--- src/rtl/pd_zero_slack_seq.sv ---
module pd_zero_slack_seq #(
  parameter int CHAIN_LEN  = 8,
  parameter int NUM_TESTS  = 4,
  parameter int DELAY_W    = 8,
  parameter int RESOLUTION = 20,
  parameter int ARM_CYCLES = 2
) (
  input  logic                                            clk,
  input  logic                                            rst_n,
  input  logic                                            start,
  output logic                                            done,
  output logic                                            scan_en,
  output logic                                            chain_si,
  input  logic                                            chain_so,
  output logic                                            det_mode,
  output logic [((NUM_TESTS > 1) ? $clog2(NUM_TESTS) : 1)-1:0] vec_addr,
  input  logic [CHAIN_LEN-1:0]                            vec_launch,
  input  logic [CHAIN_LEN-1:0]                            vec_second,
  input  logic [CHAIN_LEN-1:0]                            vec_expect,
  input  logic [DELAY_W-1:0]                              vec_delay,
  output logic [CHAIN_LEN-1:0]                            pi_vec,
  output logic                                            fail,
  output logic [((NUM_TESTS > 1) ? $clog2(NUM_TESTS) : 1)-1:0] fail_test,
  output logic [((CHAIN_LEN > 1) ? $clog2(CHAIN_LEN) : 1)-1:0] fail_bit
);
  localparam int AW = (NUM_TESTS > 1) ? $clog2(NUM_TESTS) : 1;
  localparam int TW = $clog2(NUM_TESTS + 1);
  localparam int BW = (CHAIN_LEN > 1) ? $clog2(CHAIN_LEN) : 1;
  localparam int CW = $clog2(CHAIN_LEN + ARM_CYCLES + 1);

  typedef enum logic [2:0] {
    S_IDLE, S_SHIFT_IN, S_LAUNCH, S_ARM_DM, S_CAPTURE, S_SHIFT_OUT, S_COMPARE, S_NEXT
  } state_t;

  state_t        st;
  logic [CW-1:0] cnt;
  logic [TW-1:0] tidx;
  logic          dm_req;
  logic          dm_q;
  logic          tmis;
  logic [BW-1:0] tbit;
  logic [BW-1:0] bit_pos;

  assign bit_pos  = BW'(CHAIN_LEN - 1 - int'(cnt));
  assign scan_en  = (st == S_SHIFT_IN) || (st == S_SHIFT_OUT);
  assign chain_si = (st == S_SHIFT_IN) ? vec_launch[bit_pos] : 1'b0;
  assign pi_vec   = (st == S_LAUNCH || st == S_ARM_DM || st == S_CAPTURE) ? vec_second : '0;
  assign vec_addr = tidx[AW-1:0];
  assign det_mode = dm_q;

  wire last_shift = (cnt == CW'(CHAIN_LEN - 1));
  wire last_arm   = (cnt == CW'(ARM_CYCLES - 1));
  wire too_short  = (vec_delay < DELAY_W'(RESOLUTION));
  wire at_end     = (tidx == TW'(NUM_TESTS));
  wire bit_bad    = (chain_so != vec_expect[bit_pos]);

  always_ff @(posedge clk or negedge rst_n) begin
    if (!rst_n) begin
      st        <= S_IDLE;
      cnt       <= '0;
      tidx      <= '0;
      dm_req    <= 1'b0;
      tmis      <= 1'b0;
      tbit      <= '0;
      done      <= 1'b0;
      fail      <= 1'b0;
      fail_test <= '0;
      fail_bit  <= '0;
    end else begin
      case (st)
        S_IDLE: if (start) begin
          st        <= S_NEXT;
          tidx      <= '0;
          done      <= 1'b0;
          fail      <= 1'b0;
          fail_test <= '0;
          fail_bit  <= '0;
        end
        S_NEXT: begin
          if (at_end) begin
            st     <= S_IDLE;
            done   <= 1'b1;
            dm_req <= 1'b0;
          end else if (too_short) begin
            tidx <= tidx + TW'(1);
          end else begin
            st   <= S_SHIFT_IN;
            cnt  <= '0;
            tmis <= 1'b0;
          end
        end
        S_SHIFT_IN: begin
          cnt <= cnt + CW'(1);
          if (last_shift) begin
            st  <= S_LAUNCH;
            cnt <= '0;
          end
        end
        S_LAUNCH: begin
          st     <= S_ARM_DM;
          dm_req <= 1'b1;
          cnt    <= '0;
        end
        S_ARM_DM: begin
          if (last_arm) begin
            st  <= S_CAPTURE;
            cnt <= '0;
          end else begin
            cnt <= cnt + CW'(1);
          end
        end
        S_CAPTURE: begin
          st  <= S_SHIFT_OUT;
          cnt <= '0;
        end
        S_SHIFT_OUT: begin
          if (bit_bad && !tmis) begin
            tmis <= 1'b1;
            tbit <= bit_pos;
          end
          cnt <= cnt + CW'(1);
          if (last_shift) st <= S_COMPARE;
        end
        S_COMPARE: begin
          if (tmis && !fail) begin
            fail      <= 1'b1;
            fail_test <= vec_addr;
            fail_bit  <= tbit;
          end
          tidx <= tidx + TW'(1);
          st   <= S_NEXT;
        end
        default: st <= S_IDLE;
      endcase
    end
  end

  always_ff @(negedge clk or negedge rst_n) begin
    if (!rst_n) dm_q <= 1'b0;
    else        dm_q <= dm_req;
  end

  logic          dm_prev;
  logic [1:0]    dm_hold;
  logic          se_prev;
  logic [CW-1:0] run_len;

  always_ff @(posedge clk or negedge rst_n) begin
    if (!rst_n) begin
      dm_prev <= 1'b0;
      dm_hold <= 2'd2;
      se_prev <= 1'b0;
      run_len <= '0;
    end else begin
      dm_prev <= det_mode;
      dm_hold <= (det_mode != dm_prev) ? 2'd1 : ((dm_hold == 2'd3) ? 2'd3 : dm_hold + 2'd1);
      se_prev <= scan_en;
      run_len <= scan_en ? run_len + CW'(1) : '0;
    end
  end

  assert_dm_hold_R4: assert property (@(posedge clk) disable iff (!rst_n)
    (det_mode != dm_prev) |-> (dm_hold >= 2'd2));

  assert_dm_rise_quiet_R4: assert property (@(posedge clk) disable iff (!rst_n)
    $rose(det_mode) |-> (!scan_en && (pi_vec == vec_second)));

  assert_shift_len_R2: assert property (@(posedge clk) disable iff (!rst_n)
    (se_prev && !scan_en) |-> (run_len == CW'(CHAIN_LEN)));

  assert_fail_sticky_R6: assert property (@(posedge clk) disable iff (!rst_n)
    (fail && !start) |=> (fail && $stable(fail_test) && $stable(fail_bit)));

  assert_done_idle_R8: assert property (@(posedge clk) disable iff (!rst_n)
    done |-> (!scan_en && !det_mode && (pi_vec == '0)));

  assert_addr_hold_R9: assert property (@(posedge clk) disable iff (!rst_n)
    (scan_en && se_prev) |-> $stable(vec_addr));
endmodule

--- config.mk ---
export PLATFORM = sky130hd
export DESIGN_NAME = pd_zero_slack_seq
export DESIGN_NICKNAME = d
export VERILOG_FILES = /design/src/rtl/pd_zero_slack_seq.sv
export SDC_FILE = /design/constraint.sdc
export NUM_CORES = 1
export LEC_CHECK = 0
export ABC_CLOCK_PERIOD_IN_PS = 2300
export BUFFER_PORTS_ARGS = -buffer_cell sky130_fd_sc_hd__buf_4
export CAP_MARGIN = 20
export CORE_MARGIN = 5
export CORE_UTILIZATION = 48
export DETAILED_ROUTE_END_ITERATION = 6
export PLACE_DENSITY_LB_ADDON = 0.3
export REMOVE_ABC_BUFFERS = 1
export SYNTH_ARGS = -nofsm -noshare
export SYNTH_HDL_FRONTEND = slang
export SYNTH_SLANG_ARGS = --single-unit
--- constraint.sdc ---
create_clock -name clk -period 2.3 [get_ports clk]
set_input_delay 0.115 -clock clk [delete_from_list [all_inputs] [get_ports clk]]
set_output_delay 0.115 -clock clk [all_outputs]
set_load 0.005 [all_outputs]
==> impl_metrics.csv <==
group,metric,value,unit
clock_network,clkSlewWorstSetupHoldPaths,130,ps
final_layout,drive_gt1_frac,0.325,
grt,grt-ovfl-total,0,
final_layout,multi_input_area,761,sq um
final_layout,nets,241,
floorplanning,die_area,0.00419,sq mm
floorplanning,chipHeight,64.7,um
synthesis,ys_seq_elements,23,
grt,grt_pass1_vias,1351,
sta,fin_crit,2080,ps
power_and_ir_drop,power_density,1060,mW/mm^2
critical_path,crit_path_start_kind,"register",
clock_network,cts_max_level,1,
hold_path,holdCritPathClass,"in2reg",
job,drv_cap,0,
synthesis,synth_common_cells,"dfrtp_1, nand2_1, nor2b_1, inv_1, nor2_1",
synthesis,synth_top_area_frac,0.383,
sta,setup_viol,0,
final_layout,finalInstanceArea,0.00187,sq mm
synthesis,synthTopCellsByArea,"dfrtp_1, mux2i_1, nor2b_1",
critical_path,worst-path-buf-inv,2,
floorplanning,placementRows,19,
synthesis,netlist_instances,151,
clock_network,cts_resized,0,
floorplanning,ioPinCount,56,
synthesis,yosysWarnings,0,
route,drc,0,
synthesis,synthArstFlopShare,1.00,
sta,worst_slew_pin_slew,596,ps
placement,numPlacedInstances,226,
final_layout,diodes,0,
clock_network,ctsLongestPathBuffers,2,
final_layout,final_cells,231,
critical_path,critPathKind,"reg2out",
sta,slew_headroom,0.600,
synthesis,synth-main-ff-cell,"dfrtp_1",
clock_network,clockRootBuffer,"clkbuf_4",
synthesis,synth_cell_type_count,41,
grt,grtUsageTotal,0.174,
clock_network,tritoncts,"yes",
final_layout,fill_cells,229,
route,drt_iter0_drc,59,
status,status,"completed",
final_layout,seqCellArea,576,sq um
sta,rsz0062_at_grt,"no",
route,drtPass1Iterations,4,
route,antenna_left,0,
critical_path,critPathMaxStageDelay,480,ps
placement,gp_congestion,0.818,
synthesis,yosysMostFrequentCell,"dfrtp_1",
sta,drv_slew,0,
critical_path,crit_chain,"buf_4 -> mux4_1 -> nand2_1 -> a2111oi_0 -> buf_4",
synthesis,synth_area,0.00144,sq mm
sta,period_share,0.903,
route,vias,1313,
route,routed_wl,3440,um
power_and_ir_drop,ir_worst_vdd,0.541,mV
floorplanning,coreArea,0.00281,sq mm
synthesis,yosysSeqAreaShare,0.400,
critical_path,cp-end-kind,"primary output",
route,via_per_inst,5.68,
placement,post-dp-hpwl,2730,um
power_and_ir_drop,fin_total_pwr,1.99,mW
critical_path,cp_slowest_cell,"dfrtp_1",
sta,setup-tns-final,0,ps
grt,grt_pass1_wl,5800,um
critical_path,cp_max_fo,7,
synthesis,synth.largest_area_cell,"dfrtp_1",
clock_network,cts_buffers,3,
critical_path,crit_top_cell,"buf_4",
synthesis,syn_area_per_cell,9.52,sq um
sta,max_freq,481,MHz
grt,grt_antenna_before_repair,0,
synthesis,synth_edf_count,0,
clock_network,clock_sinks,23,
critical_path,critPathTopFamily,"flip-flops",
route,avgRoutedWirePerCell,14.9,um
final_layout,post-route-util,0.666,
sta,skew,6.00,ps
placement,port_buffers,53,
grt,grt_max_degree,24,
sta,finalHoldViolCount,0,
critical_path,crit_required,2180,ps
floorplanning,die_w,64.7,um
power_and_ir_drop,leakagePower,0.922,nW
floorplanning,initial_core_util,0.512,
final_layout,area_growth,30.0,%
clock_network,insertion_delay,310,ps
placement,placed_area,0.00183,sq mm
critical_path,crit_arrival,1960,ps
## metrics by stage
stage | setup WS, ps | hold slack, ps
global placement | 480 | 23.4
CTS | 189 | 109
finish | 223 | 108
global route | 63.1 | 145
detailed placement | 448 | 27.0
floorplan | 375 | -181
## where the power goes
part	total [mW]	switching, mW	internal [mW]
clock	0.191	0.123	0.0678
sequential	0.773	0.207	0.566
combinational	1.03	0.463	0.562
total	1.99	0.793	1.20
## final timing paths
| check | endpoint | startpoint | slack (ps) | cells past startpoint |
|---|---|---|---|---|
| worst max-delay path | chain_si | cnt[0] | 220 | 5 |
| worst min-delay path | done | start | 110 | 4 |
| worst max register to register | tbit[1] | cnt[0] | 430 | 4 |
| worst min register to register | fail_bit[0] | tbit[0] | 510 | 1 |
| max in group asynchronous | det_mode | rst_n | 780 | 2 |
| min in group asynchronous | tbit[2] | rst_n | 220 | 2 |
## timing repair
item	in CTS	in global routing
hold endpoints to repair	22	0
setup buffers	0	0
endpoints found under the setup margin	0	0
hold buffers	1	0
## cell families after synthesis
group / Yosys count / synth area share
and+or+nand+nor: 51 / 0.179
AOI/OAI and AO/OA: 35 / 0.171
DFF: 23 / 0.400
buffers and inverters: 22 / 0.0705
muxes: 14 / 0.132
adders and majority gates: 4 / 0.0348
xor gates and xnor gates: 2 / 0.0122
## cell type report
type	count	area share
Timing Repair Buffer	57	0.230
Clock buffer	4	0.0141
Sequential cell	23	0.308
Tap cell	31	0.0207
Inverter	10	0.0201
Multi-Input combinational cell	106	0.407
## registers in the layout, indices dropped and copies added, names as in the netlist
| register | cells |
|---|---|
| cnt | 4 |
| det_mode | 1 |
| dm_req | 1 |
| done | 1 |
| fail | 1 |
| fail_bit | 3 |
| fail_test | 2 |
| st | 3 |
| tbit | 3 |
| tidx | 3 |
| tmis | 1 |
## cell usage in the layout (no fill, tap or decap), types with 3 or more instances in the layout
master / instances
clkbuf_4: 3
nand2b_1: 3
a22o_1: 5
buf_4: 56
ha_1: 4
nand3_1: 7
nor2_1: 10
nor2b_1: 11
nor3_1: 3
a21oi_1: 7
o21ai_0: 8
inv_1: 10
mux2i_1: 7
dfrtp_1: 22
mux2_4: 3
nand2_1: 11
## tightest hold or removal path: stages
cell and delay [ps]:
buf_4 100, a21oi_1 60, nor2_1 80, a21oi_1 50
## layer usage
layer,track usage,wire length [um],up-vias
met5,0,0,-
met1,0.204,1400,628
li1,-,-,631
met3,0.0311,207,4
met4,0.0396,31,0
met2,0.327,1800,50
No activity file was read; power rests on OpenSTA's default activity.
